`src/rtl/sbmb_pkg.sv`:
```
package sbmb_pkg;

  typedef enum logic [1:0] {
    ST_IDLE = 2'd0,
    ST_REQ  = 2'd1,
    ST_WAIT = 2'd2
  } sb_state_t;

  localparam logic [5:0] IDX_ID   = 6'h00;
  localparam logic [5:0] IDX_ADDR = 6'h34;
  localparam logic [5:0] IDX_DATA = 6'h35;
  localparam logic [5:0] IDX_STAT = 6'h36;
  localparam logic [5:0] IDX_EXT  = 6'h37;
  localparam logic [5:0] IDX_HIDE = 6'h38;

  localparam logic [15:0] RID_MASK = 16'hF7FF;

  function automatic logic op_returns_data(input logic [7:0] op);
    return (op == 8'h00) || (op == 8'h04) || (op == 8'h06);
  endfunction

  function automatic logic [31:0] merge_bytes(input logic [31:0] old_v,
                                              input logic [31:0] new_v,
                                              input logic [3:0]  be);
    logic [31:0] r;
    for (int i = 0; i < 4; i++) begin
      r[i*8 +: 8] = be[i] ? new_v[i*8 +: 8] : old_v[i*8 +: 8];
    end
    return r;
  endfunction

endpackage

```
`src/rtl/sbmb_regs.sv`:
```
module sbmb_regs
  import sbmb_pkg::*;
#(
  parameter int          EXT_W    = 32,
  parameter logic [15:0] VEN_ID   = 16'hA5C3,
  parameter logic [15:0] DEV_ID   = 16'h0F1E,
  parameter bit          HIDE_RST = 1'b0
) (
  input  logic             clk,
  input  logic             rst_n,
  input  logic             cfg_req,
  input  logic             cfg_we,
  input  logic [5:0]       cfg_dw_addr,
  input  logic [3:0]       cfg_be,
  input  logic [31:0]      cfg_wdata,
  output logic [31:0]      cfg_rdata,
  input  logic             busy,
  input  logic             cap_en,
  input  logic [1:0]       cap_code,
  input  logic             cap_data_en,
  input  logic [31:0]      cap_data,
  output logic             go,
  output logic             hidden,
  output logic [7:0]       r_port,
  output logic [15:0]      r_offlo,
  output logic [EXT_W-1:0] r_ext,
  output logic [7:0]       r_opcode,
  output logic             r_posted,
  output logic [15:0]      r_rid,
  output logic [31:0]      r_data
);

  logic [7:0]       port_q,   port_d;
  logic [15:0]      offlo_q,  offlo_d;
  logic [EXT_W-1:0] ext_q,    ext_d;
  logic [31:0]      data_q,   data_d;
  logic [7:0]       op_q,     op_d;
  logic             post_q,   post_d;
  logic [15:0]      rid_q,    rid_d;
  logic [1:0]       code_q,   code_d;
  logic             hide_q,   hide_d;

  logic en_addr, en_data, en_ext, en_stat, en_code, en_hide;
  logic wr_any, wr_free;
  logic sel_addr, sel_data, sel_stat, sel_ext, sel_hide;
  logic [31:0] ext_wide, ext_merged, stat_merged;

  assign sel_addr = (cfg_dw_addr == IDX_ADDR);
  assign sel_data = (cfg_dw_addr == IDX_DATA);
  assign sel_stat = (cfg_dw_addr == IDX_STAT);
  assign sel_ext  = (cfg_dw_addr == IDX_EXT);
  assign sel_hide = (cfg_dw_addr == IDX_HIDE);

  assign wr_any  = cfg_req & cfg_we;
  assign wr_free = wr_any & ~hide_q & ~busy;

  always_comb begin
    ext_wide = '0;
    ext_wide[EXT_W-1:0] = ext_q;
  end

  // next-state logic
  always_comb begin
    en_addr = wr_free & sel_addr;
    port_d  = cfg_be[3] ? cfg_wdata[31:24] : port_q;
    offlo_d = merge_bytes({16'h0, offlo_q}, cfg_wdata, cfg_be) & 32'h0000FFFF;

    en_ext     = wr_free & sel_ext;
    ext_merged = merge_bytes(ext_wide, cfg_wdata, cfg_be);
    ext_d      = ext_merged[EXT_W-1:0];

    en_data = cap_data_en | (wr_free & sel_data);
    data_d  = cap_data_en ? cap_data : merge_bytes(data_q, cfg_wdata, cfg_be);

    en_stat     = wr_free & sel_stat;
    stat_merged = merge_bytes({rid_q, op_q, post_q, 7'h0}, cfg_wdata, cfg_be);
    post_d      = stat_merged[7];
    op_d        = stat_merged[15:8];
    rid_d       = stat_merged[31:16] & RID_MASK;

    en_code = cap_en;
    code_d  = cap_code;

    en_hide = wr_any & sel_hide & cfg_be[1];
    hide_d  = cfg_wdata[8];
  end

  assign go = en_stat & cfg_be[0] & cfg_wdata[0];

  // register process
  always_ff @(posedge clk or negedge rst_n) begin
    if (!rst_n) begin
      port_q  <= '0;
      offlo_q <= '0;
      ext_q   <= '0;
      data_q  <= '0;
      op_q    <= '0;
      post_q  <= 1'b0;
      rid_q   <= '0;
      code_q  <= '0;
      hide_q  <= HIDE_RST;
    end else begin
      if (en_addr) begin
        port_q  <= port_d;
        offlo_q <= offlo_d[15:0];
      end
      if (en_ext)  ext_q  <= ext_d;
      if (en_data) data_q <= data_d;
      if (en_stat) begin
        post_q <= post_d;
        op_q   <= op_d;
        rid_q  <= rid_d;
      end
      if (en_code) code_q <= code_d;
      if (en_hide) hide_q <= hide_d;
    end
  end

  // read mux
  always_comb begin
    cfg_rdata = '0;
    if (hide_q) begin
      cfg_rdata = '1;
    end else begin
      unique case (cfg_dw_addr)
        IDX_ID:   cfg_rdata = {DEV_ID, VEN_ID};
        IDX_ADDR: cfg_rdata = {port_q, 8'h00, offlo_q};
        IDX_DATA: cfg_rdata = data_q;
        IDX_STAT: cfg_rdata = {rid_q, op_q, post_q, 4'h0, code_q, busy};
        IDX_EXT:  cfg_rdata = ext_wide;
        IDX_HIDE: cfg_rdata = {23'h0, hide_q, 8'h00};
        default:  cfg_rdata = '0;
      endcase
    end
  end

  assign hidden   = hide_q;
  assign r_port   = port_q;
  assign r_offlo  = offlo_q;
  assign r_ext    = ext_q;
  assign r_opcode = op_q;
  assign r_posted = post_q;
  assign r_rid    = rid_q;
  assign r_data   = data_q;

endmodule

```
`src/rtl/sbmb_fsm.sv`:
```
module sbmb_fsm
  import sbmb_pkg::*;
(
  input  logic        clk,
  input  logic        rst_n,
  input  logic        go,
  input  logic        posted,
  input  logic [7:0]  opcode,
  input  logic        req_ready,
  input  logic        rsp_valid,
  input  logic [1:0]  rsp_code,
  input  logic [31:0] rsp_data,
  output logic        req_valid,
  output logic        busy,
  output logic        wait_rsp,
  output logic        cap_en,
  output logic [1:0]  cap_code,
  output logic        cap_data_en,
  output logic [31:0] cap_data
);

  sb_state_t st_q, st_d;
  logic      st_en;

  always_comb begin
    st_d = st_q;
    unique case (st_q)
      ST_IDLE: if (go)        st_d = ST_REQ;
      ST_REQ:  if (req_ready) st_d = posted ? ST_IDLE : ST_WAIT;
      ST_WAIT: if (rsp_valid) st_d = ST_IDLE;
      default:                st_d = ST_IDLE;
    endcase
    st_en = (st_d != st_q);
  end

  always_ff @(posedge clk or negedge rst_n) begin
    if (!rst_n) st_q <= ST_IDLE;
    else if (st_en) st_q <= st_d;
  end

  assign req_valid   = (st_q == ST_REQ);
  assign wait_rsp    = (st_q == ST_WAIT);
  assign busy        = (st_q != ST_IDLE);
  assign cap_en      = (req_valid & req_ready & posted) | (wait_rsp & rsp_valid);
  assign cap_code    = wait_rsp ? rsp_code : 2'd0;
  assign cap_data_en = wait_rsp & rsp_valid & (rsp_code == 2'd0) & op_returns_data(opcode);
  assign cap_data    = rsp_data;

endmodule

```
`src/rtl/sbmb_top.sv`:
```
module sbmb_top
  import sbmb_pkg::*;
#(
  parameter int          EXT_W    = 32,
  parameter logic [15:0] VEN_ID   = 16'hA5C3,
  parameter logic [15:0] DEV_ID   = 16'h0F1E,
  parameter bit          HIDE_RST = 1'b0,
  localparam int         OFF_W    = 16 + EXT_W
) (
  input  logic             clk,
  input  logic             rst_n,
  input  logic             cfg_req,
  input  logic             cfg_we,
  input  logic [5:0]       cfg_dw_addr,
  input  logic [3:0]       cfg_be,
  input  logic [31:0]      cfg_wdata,
  output logic [31:0]      cfg_rdata,
  output logic             sb_req_valid,
  input  logic             sb_req_ready,
  output logic [7:0]       sb_req_port,
  output logic [OFF_W-1:0] sb_req_offset,
  output logic [7:0]       sb_req_opcode,
  output logic             sb_req_posted,
  output logic [15:0]      sb_req_rid,
  output logic [31:0]      sb_req_data,
  input  logic             sb_rsp_valid,
  input  logic [1:0]       sb_rsp_code,
  input  logic [31:0]      sb_rsp_data
);

  logic             busy, wait_rsp, hidden, go;
  logic             cap_en, cap_data_en;
  logic [1:0]       cap_code;
  logic [31:0]      cap_data;
  logic [15:0]      r_offlo;
  logic [EXT_W-1:0] r_ext;

  sbmb_regs #(
    .EXT_W(EXT_W), .VEN_ID(VEN_ID), .DEV_ID(DEV_ID), .HIDE_RST(HIDE_RST)
  ) i_regs (
    .clk(clk), .rst_n(rst_n),
    .cfg_req(cfg_req), .cfg_we(cfg_we), .cfg_dw_addr(cfg_dw_addr),
    .cfg_be(cfg_be), .cfg_wdata(cfg_wdata), .cfg_rdata(cfg_rdata),
    .busy(busy), .cap_en(cap_en), .cap_code(cap_code),
    .cap_data_en(cap_data_en), .cap_data(cap_data),
    .go(go), .hidden(hidden),
    .r_port(sb_req_port), .r_offlo(r_offlo), .r_ext(r_ext),
    .r_opcode(sb_req_opcode), .r_posted(sb_req_posted),
    .r_rid(sb_req_rid), .r_data(sb_req_data)
  );

  sbmb_fsm i_fsm (
    .clk(clk), .rst_n(rst_n),
    .go(go), .posted(sb_req_posted), .opcode(sb_req_opcode),
    .req_ready(sb_req_ready), .rsp_valid(sb_rsp_valid),
    .rsp_code(sb_rsp_code), .rsp_data(sb_rsp_data),
    .req_valid(sb_req_valid), .busy(busy), .wait_rsp(wait_rsp),
    .cap_en(cap_en), .cap_code(cap_code),
    .cap_data_en(cap_data_en), .cap_data(cap_data)
  );

  assign sb_req_offset = {r_ext, r_offlo};

endmodule

```
`config.mk`:
```
export PLATFORM = sky130hd
export DESIGN_NAME = sbmb_top
export DESIGN_NICKNAME = d
export VERILOG_FILES = /design/src/rtl/sbmb_pkg.sv /design/src/rtl/sbmb_regs.sv /design/src/rtl/sbmb_fsm.sv /design/src/rtl/sbmb_top.sv
export SDC_FILE = /design/constraint.sdc
export NUM_CORES = 1
export LEC_CHECK = 0
export ABC_CLOCK_PERIOD_IN_PS = 2200
export BUFFER_PORTS_ARGS = -buffer_cell sky130_fd_sc_hd__clkbuf_2
export CAP_MARGIN = 20
export CORE_UTILIZATION = 45
export CTS_BUF_LIST = sky130_fd_sc_hd__clkbuf_4 sky130_fd_sc_hd__clkbuf_8 sky130_fd_sc_hd__clkbuf_16
export DETAILED_ROUTE_END_ITERATION = 7
export PLACE_DENSITY = 0.88
export SETUP_SLACK_MARGIN = 0.1
export SYNTH_ARGS = -nofsm -noshare
export SYNTH_HDL_FRONTEND = slang
export SYNTH_SLANG_ARGS = --single-unit
```
`constraint.sdc`:
```
create_clock -name clk -period 2.2 [get_ports clk]
set_clock_uncertainty 0.05 [all_clocks]
set_input_delay 0.44 -clock clk [delete_from_list [all_inputs] [get_ports clk]]
set_output_delay 0.44 -clock clk [all_outputs]
set_load 0.01 [all_outputs]
```
==> impl_metrics.json, run 1 <==
{
  "num-fill-cells": 910,
  "synth.area.top_cells": "dfrtp_1 50%, mux2_2 18%, mux2i_1 6.5%",
  "ys_top_cells_by_count": "117 x dfrtp_1, 96 x mux2_2, 45 x a21oi_1, 45 x nor2_1, 38 x mux2i_1",
  "synth_cell_types": 41,
  "finish.utilization": 0.688,
  "wire_per_inst_um": 19.5,
  "grt_pass1_wl_mm": 27.9,
  "syn-num-nets": 561,
  "clk_latency_ns": 0.41,
  "syn_to_final_growth_pct": 48.2,
  "clockBufferDepth": 2,
  "hp-class": "input port to register",
  "netlist_instances": 479,
  "period_minus_slack_ns": 2.18,
  "gp_congestion": 0.892,
  "die_w_um": 116,
  "max_freq_mhz": 459,
  "finalNetCount": 863,
  "seqPwrFrac": 0.385,
  "syn-cell-area_sq_um": 5880,
  "multi_input_area_sq_um": 2900,
  "dp_hpwl_mm": 13.6,
  "drc_errors": 0,
  "worst-setup-path-type": "register to primary output",
  "die-height_um": 116,
  "synth-edff-count": 0,
  "gr-total-overflow": 0,
  "crit_required_ns": 1.71,
  "drt_iter0_drc": 368,
  "routed_wl_mm": 18.8,
  "clk_pin_slew_ns": 0.05,
  "synth_area_leader_cell": "dfrtp_1",
  "dr.pass1.iters": 4,
  "yosysTopAreaCellShare": 0.498,
  "pwr_density_cell_nw_per_um2": 717,
  "dieArea_sq_um": 13500,
  "switching_share": 0.242,
  "slew_viol_final": 0,
  "crit_path_start_kind": "register",
  "ys_seq_area_frac": 0.498,
  "rr_worst_depth": 6,
  "stdcell_area_sq_um": 8720,
  "cp-end-kind": "primary output",
  "synth_most_common_cell": "dfrtp_1",
  "max_stage_delay_ns": 0.38,
  "cts_sinks": 117,
  "start_util": 0.464,
  "rrSetupSlack_ns": 0.18,
  "crit_slowest_cell": "dfrtp_1",
  "core_area_sq_um": 12700,
  "antenna_found_initial": 0,
  "seqCellArea_sq_um": 2930,
  "boundaryPins": 228,
  "port_buffers": 226,
  "crit_family": "compound AO/OA/AOI/OAI gates",
  "p_clk_frac": 0.470,
  "p_comb_frac": 0.145,
  "placementRows": 41,
  "drive_above_1_share": 0.604,
  "arrival_ns": 1.69,
  "grt.total_usage": 0.282,
  "dp_cells": 903,
  "antenna_left": 0,
  "async_reset_ff_frac": 1.00,
  "path_depth": 4,
  "crit_buf_inv": 1,
  "hold_slack_ns": 0.218,
  "synth_ff_type": "dfrtp_1",
  "num_vias": 5287,
  "setup_viol": 0,
  "ys_warn_count": 0,
  "outcome": "finished, final reports clean",
  "htreeDepth": 4,
  "p_leak_uw": 0.00454,
  "tritoncts": "built",
  "diodes": 0,
  "stdcell_count": 965,
  "rsz0062_at_grt": "true",
  "ir_drop_uv": 359,
  "syn_avg_cell_area_sq_um": 12.3,
  "switchingPower_uw": 1520,
  "path_cells": "mux2_2, a22o_1, a221o_1, clkbuf_2",
  "crit_path_start": "i_regs.r_ext[26]",
  "placed_area_sq_um": 7700,
  "cts_buffers": 17,
  "hold_violations": 0,
  "grt_pass1_vias": 5234,
  "r2r_end": "i_regs.r_data[10]",
  "p_int_uw": 4740,
  "vias_per_cell": 5.48,
  "r2r-start": "i_regs.hidden",
  "root_buffer": "clkbuf_16",
  "cap_viol_max_count": 0,
  "cp-endpoint": "cfg_rdata[26]",
  "timing.final.crit_share": 0.989,
  "ys_ff_latch": 117,
  "grt_max_degree": 63,
  "worstPathMaxFanout": 2
}
==> placed cells by master (no fill, tap or decap), types with 7 or more instances in the layout <==
cell type	instances
buf_6	9
buf_2	15
buf_12	14
mux2_2	95
a21o_1	9
o21ai_1	10
a221o_1	8
clkbuf_2	207
mux4_2	10
mux2i_1	37
buf_4	60
nor2_2	7
a21oi_1	43
dfrtp_1	115
nor2_1	43
nand3_1	9
clkbuf_16	18
==> area by class of cell <==
class	instances	area share
Clock buffer	22	0.0552
Clock inverter	9	0.0172
Inverter	6	0.00258
Multi-Input combinational cell	330	0.333
Sequential cell	117	0.336
Tap cell	172	0.0247
Timing Repair Buffer	309	0.232
==> power groups by stage <==
stage	combinational (uW)	clock, uW	sequential (uW)
floorplan	321	0	2480
global placement	793	0	2450
detailed placement	813	0	2450
CTS	882	2980	2410
global route	982	3090	2420
finish	907	2940	2410
==> metrics by stage <==
step	setup TNS, ns	setup WS, ns	power, uW
final	0	0.0233	6250
after global routing	-0.0356	-0.0221	6490
after CTS	0	0.0135	6270
after detailed placement	-0.139	-0.0730	3260
after global placement	-0.203	-0.0989	3240
after floorplan	0	0.118	2800
==> sequential cells by signal, summed over array words and instances, names as in the netlist, 2 cells and up <==
register / cells
i_regs.r_offlo: 16
i_regs.code_q: 2
i_regs.r_ext: 32
i_regs.r_port: 8
i_fsm.st_q: 2
i_regs.r_opcode: 8
i_regs.r_rid: 15
i_regs.r_data: 32
==> repair_timing <==
item,4_1_cts,5_1_grt
buffers inserted,18,11
endpoints found under the hold margin,24,0
hold buffers,1,0
endpoints found under the setup margin,39,33
gates cloned,1,0
pin swaps,7,7
gates resized for setup,25,34
==> worst reg2reg max path, stage by stage, from the launching register on <==
cell and delay, ns:
dfrtp_2 0.43, buf_6 0.15, or3_4 0.42, nor4_4 0.31
buf_4 0.22, mux2i_1 0.20, a21oi_1 0.09
==> worst min-delay path by stage <==
| stage | from | end | slack (ns) | cells past startpoint |
|---|---|---|---|---|
| after floorplan | rst_n | i_fsm.st_q[0] | 0.09 | 0 |
| after global placement | rst_n | i_regs.r_ext[1] | 0.33 | 1 |
| after detailed placement | rst_n | i_regs.r_ext[1] | 0.33 | 1 |
| after CTS | sb_rsp_valid | i_fsm.st_q[1] | 0.20 | 2 |
| after global routing | sb_rsp_data[15] | i_regs.r_data[15] | 0.22 | 3 |
| final | sb_rsp_valid | i_fsm.st_q[1] | 0.22 | 2 |
==> routing by layer <==
metal	vias up	track usage	wire length [um]
met3	39	0.0654	1230
met5	-	0	0
met1	2642	0.340	7680
met2	226	0.482	9480
li1	2380	-	-
met4	0	0.121	450
==> kinds of logic after synthesis <==
kind of cell	count (synthesis)	share of synthesized area
buffers and inverters	32	0.0234
other	1	0.000637
muxes	144	0.287
DFF	117	0.498
AOI/OAI and AO/OA	94	0.101
and+or+nand+nor	91	0.0904
Power figures use the tool's default switching activity.
==> run 2: changes to the inputs <==
PLACE_DENSITY = 0.87   (was 0.88)
SYNTH_HIERARCHICAL = 1   (was unset)
==> run 2 against run 1 <==
Net effect: setup slack better by 0.013 ns; first-iteration DRC count fell by 19%; die area rose by 4.7%; sequential share of layout area decreased by 0.96 points; critical path depth grew 1; sequential power is 2% lower.
==> impl_metrics.json, run 2 <==
{
  "root_buffer": "clkbuf_16",
  "die_w_um": 119,
  "max_freq_mhz": 462,
  "grt_max_degree": 59,
  "rrSetupSlack_ns": 0.04,
  "total_power_uw": 5680,
  "routed_wl_mm": 19.6,
  "htreeDepth": 4,
  "ir_drop_uv": 463,
  "switchingPower_uw": 1400,
  "ys_ff_latch": 117,
  "cts_sinks": 117,
  "drive_above_1_share": 0.667,
  "mostFrequentLayoutCells": "199 x clkbuf_2, 116 x dfrtp_1, 85 x mux2_2",
  "crit_required_ns": 1.71,
  "antenna_found_initial": 0,
  "seqPwrFrac": 0.416,
  "cap_viol_max_count": 0,
  "finalNetCount": 827,
  "drt_iter0_drc": 298,
  "drc_errors": 0,
  "p_comb_frac": 0.137,
  "worstPathMaxFanout": 24,
  "gp_congestion": 0.812,
  "hold_depth": 2,
  "cp-end-kind": "primary output",
  "crit_path_start_kind": "input port",
  "core_area_sq_um": 13300,
  "num-fill-cells": 1008,
  "setup_viol": 0,
  "clockBufferDepth": 2,
  "num_vias": 5094,
  "p_int_uw": 4290,
  "r2r-start": "i_regs/r_opcode[7]",
  "worst-setup-path-type": "input port to primary output",
  "arrival_ns": 1.67,
  "wire_per_inst_um": 21.0,
  "setup_tns_ns": 0,
  "p_leak_uw": 0.00483,
  "hp-class": "input port to register",
  "dp_hpwl_mm": 13.5,
  "die-height_um": 119,
  "ys_top_cells_by_count": "121 x mux2_2, 117 x dfrtp_1, 39 x buf_4",
  "synth_ff_type": "dfrtp_1",
  "synth_area_leader_cell": "dfrtp_1",
  "port_buffers": 226,
  "dieArea_sq_um": 14200,
  "hold_violations": 0,
  "syn-num-nets": 572,
  "syn_to_final_growth_pct": 45.5,
  "diodes": 0,
  "grt.total_usage": 0.276,
  "rr_worst_depth": 6,
  "ys_warn_count": 6,
  "syn_avg_cell_area_sq_um": 12.6,
  "hold_end": "i_regs/r_data[15]",
  "postLayoutSetupSlackWorst_ns": 0.0360,
  "start_util": 0.464,
  "ys_seq_area_frac": 0.475,
  "period_minus_slack_ns": 2.16,
  "synth-edff-count": 0,
  "rsz0062_at_grt": "true",
  "switching_share": 0.246,
  "clk_pin_slew_ns": 0.05,
  "pwr_density_cell_nw_per_um2": 633,
  "async_reset_ff_frac": 1.00,
  "r2r_end": "i_regs/r_data[7]",
  "timing.final.crit_share": 0.984,
  "synth_cell_types": 42,
  "boundaryPins": 228,
  "grt_pass1_wl_mm": 29.1,
  "clk_latency_ns": 0.41,
  "placementRows": 42,
  "tritoncts": "built",
  "synth_most_common_cell": "mux2_2",
  "p_clk_frac": 0.447,
  "yosysTopAreaCellShare": 0.475,
  "netlist_instances": 490,
  "vias_per_cell": 5.47,
  "min-delay-start": "sb_rsp_data[15]",
  "grt_pass1_vias": 5063,
  "outcome": "finished, final reports clean",
  "syn-cell-area_sq_um": 6170,
  "slew_viol_final": 0,
  "synth.area.top_cells": "dfrtp_1 47%, mux2_2 22%, mux2_1 6.8%",
  "final_common_cell": "clkbuf_2",
  "gr-total-overflow": 0,
  "antenna_left": 0,
  "preCtsSetupSlack_ns": -0.116,
  "dr.pass1.iters": 4,
  "cts_buffers": 17
}
run 2: metrics by stage:
stage               cells  area [sq um]   util  hold WS, ns
global placement      880          7620  0.573        0.203
floorplan             490          6210      -       0.0944
finish                932          8970  0.675        0.207
CTS                   926          8660  0.651        0.192
detailed placement    880          7620  0.573        0.205
global route          932          8970  0.675        0.195
run 2: worst max path at each step:
stage | start | endpoint | slack (ns) | depth (start not counted)
detailed placement | sb_rsp_code[0] | i_regs/r_data[31] | -0.12 | 5
finish | cfg_dw_addr[1] | cfg_rdata[25] | 0.04 | 5
global placement | cfg_dw_addr[3] | i_regs/r_ext[3] | -0.06 | 7
floorplan | i_fsm/st_q[0] | i_regs/r_ext[27] | 0.11 | 7
global route | i_fsm/st_q[0] | cfg_rdata[0] | -0.03 | 5
CTS | i_fsm/st_q[0] | cfg_rdata[0] | -0.03 | 5
run 2: cell families after synthesis:
kind of cell / count (synthesis) / share of synthesized area
other: 1 / 0.000608
muxes: 165 / 0.300
buffers and inverters: 68 / 0.0682
and+or+nand+nor: 69 / 0.0769
DFF: 117 / 0.475
AOI/OAI and AO/OA: 70 / 0.0799
run 2: worst max-delay path, cell delays in order:
cell and delay, ns:
clkbuf_2 0.20, buf_4 0.34, o21ai_0 0.16, a221o_1 0.39
clkbuf_2 0.14
run 2: cell type report:
type | instances | area [sq um] | share of cell area
Inverter | 4 | 15.0 | 0.00167
Clock inverter | 4 | 20.0 | 0.00223
Timing Repair Buffer | 300 | 2050 | 0.229
Multi-Input combinational cell | 305 | 3210 | 0.357
Tap cell | 176 | 220 | 0.0245
Clock buffer | 26 | 531 | 0.0591
Sequential cell | 117 | 2930 | 0.326
run 2: power by group through the flow:
stage / clock, uW / sequential [uW] / combinational, uW
floorplan: 0 / 2410 / 288
global placement: 0 / 2380 / 659
detailed placement: 0 / 2390 / 678
CTS: 2580 / 2350 / 740
global route: 2700 / 2370 / 835
finish: 2540 / 2360 / 780
run 2: repair_timing:
item / CTS / global route
endpoints found under the hold margin: 2 / 0
cloned: 3 / 2
setup buffers: 12 / 4
gates resized for setup: 75 / 81
endpoints found under the setup margin: 63 / 62
hold buffers: 1 / 0
pin swaps: 22 / 17
run 2: layer usage:
metal / part of all wire / vias to the layer above / routed length (um) / GRT usage
li1: - / 2301 / - / -
met1: 0.42 / 2567 / 8260 / 0.343
met2: 0.51 / 199 / 9970 / 0.471
met3: 0.054 / 27 / 1050 / 0.0623
met4: 0.016 / 0 / 315 / 0.0918
met5: 0 / - / 0 / 0
==> run 3: changes to the inputs <==
ABC_AREA = 1   (was unset)
CORE_ASPECT_RATIO = 1.75   (was unset)
PLACE_DENSITY = 0.86   (was 0.87)
==> run 3 against run 2 <==
Net effect: count of clock-buffer cells in the layout down 9; design area down 2.3%; first-iteration DRC count grew to 2.6 times the previous value; critical endpoint is now cfg_rdata[10]; largest power group unchanged.
==> impl_metrics.json, run 3 <==
{
  "wire_per_inst_um": 19.0,
  "mostFrequentLayoutCells": "285 x nand2_1, 207 x clkbuf_2, 128 x nand3_1",
  "start_util": 0.465,
  "crit_path_start_kind": "input port",
  "netlist_instances": 887,
  "clk_pin_slew_ns": 0.06,
  "drt_iter0_drc": 769,
  "port_buffers": 226,
  "clockBufferDepth": 2,
  "hp-class": "input port to register",
  "antenna_left": 0,
  "die_w_um": 93.1,
  "finalNetCount": 1184,
  "final_common_cell": "nand2_1",
  "crit_required_ns": 1.71,
  "drc_errors": 0,
  "diodes": 0,
  "dr.pass1.iters": 7,
  "pwr_density_cell_nw_per_um2": 621,
  "syn-num-nets": 969,
  "vias_per_cell": 5.70,
  "max_freq_mhz": 468,
  "num_vias": 7360,
  "grt_pass1_vias": 6589,
  "setup_viol": 0,
  "timing.final.crit_share": 0.971,
  "syn_avg_cell_area_sq_um": 7.37,
  "worst-setup-path-type": "input port to primary output",
  "gp_congestion": 0.952,
  "dp_cells": 1234,
  "grt_max_degree": 52,
  "arrival_ns": 1.65,
  "core_area_sq_um": 14000,
  "stdcell_count": 1292,
  "hold_violations": 0,
  "clk_latency_ns": 0.42,
  "cap_viol_max_count": 0,
  "cts_buffers": 17,
  "boundaryPins": 228,
  "ir_drop_uv": 436,
  "drive_above_1_share": 0.329,
  "htreeDepth": 4,
  "setup_tns_ns": 0,
  "grt.total_usage": 0.304,
  "outcome": "finished, final reports clean",
  "slew_viol_final": 0,
  "worstPathMaxFanout": 6,
  "preCtsSetupSlack_ns": 0.0640,
  "die-height_um": 161,
  "grt_pass1_wl_mm": 34.5,
  "cp-end-kind": "primary output",
  "dp_hpwl_mm": 16.9,
  "syn_to_final_growth_pct": 34.1,
  "p_leak_uw": 0.00464,
  "syn-cell-area_sq_um": 6540,
  "dieArea_sq_um": 15000,
  "num-fill-cells": 1193,
  "tritoncts": "built",
  "ys_warn_count": 6,
  "rsz0062_at_grt": "true",
  "cts_sinks": 117,
  "root_buffer": "clkbuf_16",
  "postLayoutSetupSlackWorst_ns": 0.0641,
  "period_minus_slack_ns": 2.14,
  "gr-total-overflow": 0,
  "antenna_found_initial": 0,
  "routed_wl_mm": 24.5,
  "placementRows": 57
}
run 3: cell types whose count changed in the layout (fill, tap and decap cells not counted), moves of 11 or more:
cell and change:
nand2_1 +262, a221oi_2 -11, nand4_1 +37, buf_6 -11, nor2_1 +27, mux2_2 -83
mux2_1 -30, o21ai_1 +50, nand3_1 +123, a22oi_1 -12, inv_1 +49, mux2_4 -43
o21ai_0 +24
run 3: worst paths after layout:
| check | startpoint | slack, ns | end | cells after the start |
|---|---|---|---|---|
| worst max register to register | i_fsm/st_q[1] | 0.19 | i_regs/r_opcode[1] | 9 |
| max in group asynchronous | rst_n | 1.00 | i_regs/r_data[31] | 3 |
| worst min-delay path | sb_req_ready | 0.20 | i_fsm/st_q[0] | 2 |
| worst max-delay path | cfg_dw_addr[2] | 0.06 | cfg_rdata[10] | 12 |
| worst min register to register | i_regs/r_port[1] | 0.46 | i_regs/r_port[1] | 2 |
| min in group asynchronous | rst_n | 0.46 | i_regs/r_offlo[8] | 2 |
run 3: final cells by class:
class | count | area (sq um) | area share
Inverter | 64 | 250 | 0.0285
Clock buffer | 17 | 425 | 0.0485
Timing Repair Buffer | 281 | 1820 | 0.208
Clock inverter | 15 | 170 | 0.0194
Sequential cell | 117 | 2930 | 0.334
Multi-Input combinational cell | 621 | 2950 | 0.336
Tap cell | 177 | 221 | 0.0253
run 3: critical path: stages:
cell	delay, ns
buf_8	0.08
inv_4	0.04
nor2_4	0.14
nand2_4	0.10
nor2_4	0.17
buf_6	0.15
buf_12	0.13
nand2_1	0.05
nand2_1	0.07
nor2_1	0.05
nand2_1	0.09
buf_2	0.14
run 3: through the flow:
stage          instance area, sq um  hold WS [ns]  power [uW]  utilization
2_1_floorplan                  6540        0.0944        2430            -
4_1_cts                        8400         0.187        5410        0.598
6_report                       8770         0.200        5440        0.624
5_1_grt                        8770         0.201        5600        0.624
3_5_place_dp                   7730         0.352        2650        0.550
3_3_place_gp                   7730         0.343        2640        0.550
run 3: where the power goes:
part / switching [uW] / internal [uW] / total [uW] / leakage, uW
combinational: 299 / 169 / 468 / 0.00274
sequential: 21.1 / 2170 / 2190 / 0.00163
clock: 1090 / 1690 / 2780 / 0.000282
total: 1410 / 4040 / 5440 / 0.00464
run 3: routing by layer:
layer,global-route usage,wire length [um]
met5,0,0
met4,0.209,2010
met3,0.0626,2370
met2,0.501,12000
met1,0.350,8130
run 3: timing repair:
action	in CTS	in global routing
endpoints found under the setup margin	12	29
cloned	0	4
setup buffers	3	18
gates resized for setup	4	53
pin swaps	2	16
hold buffers	1	0
hold endpoints to repair	27	0
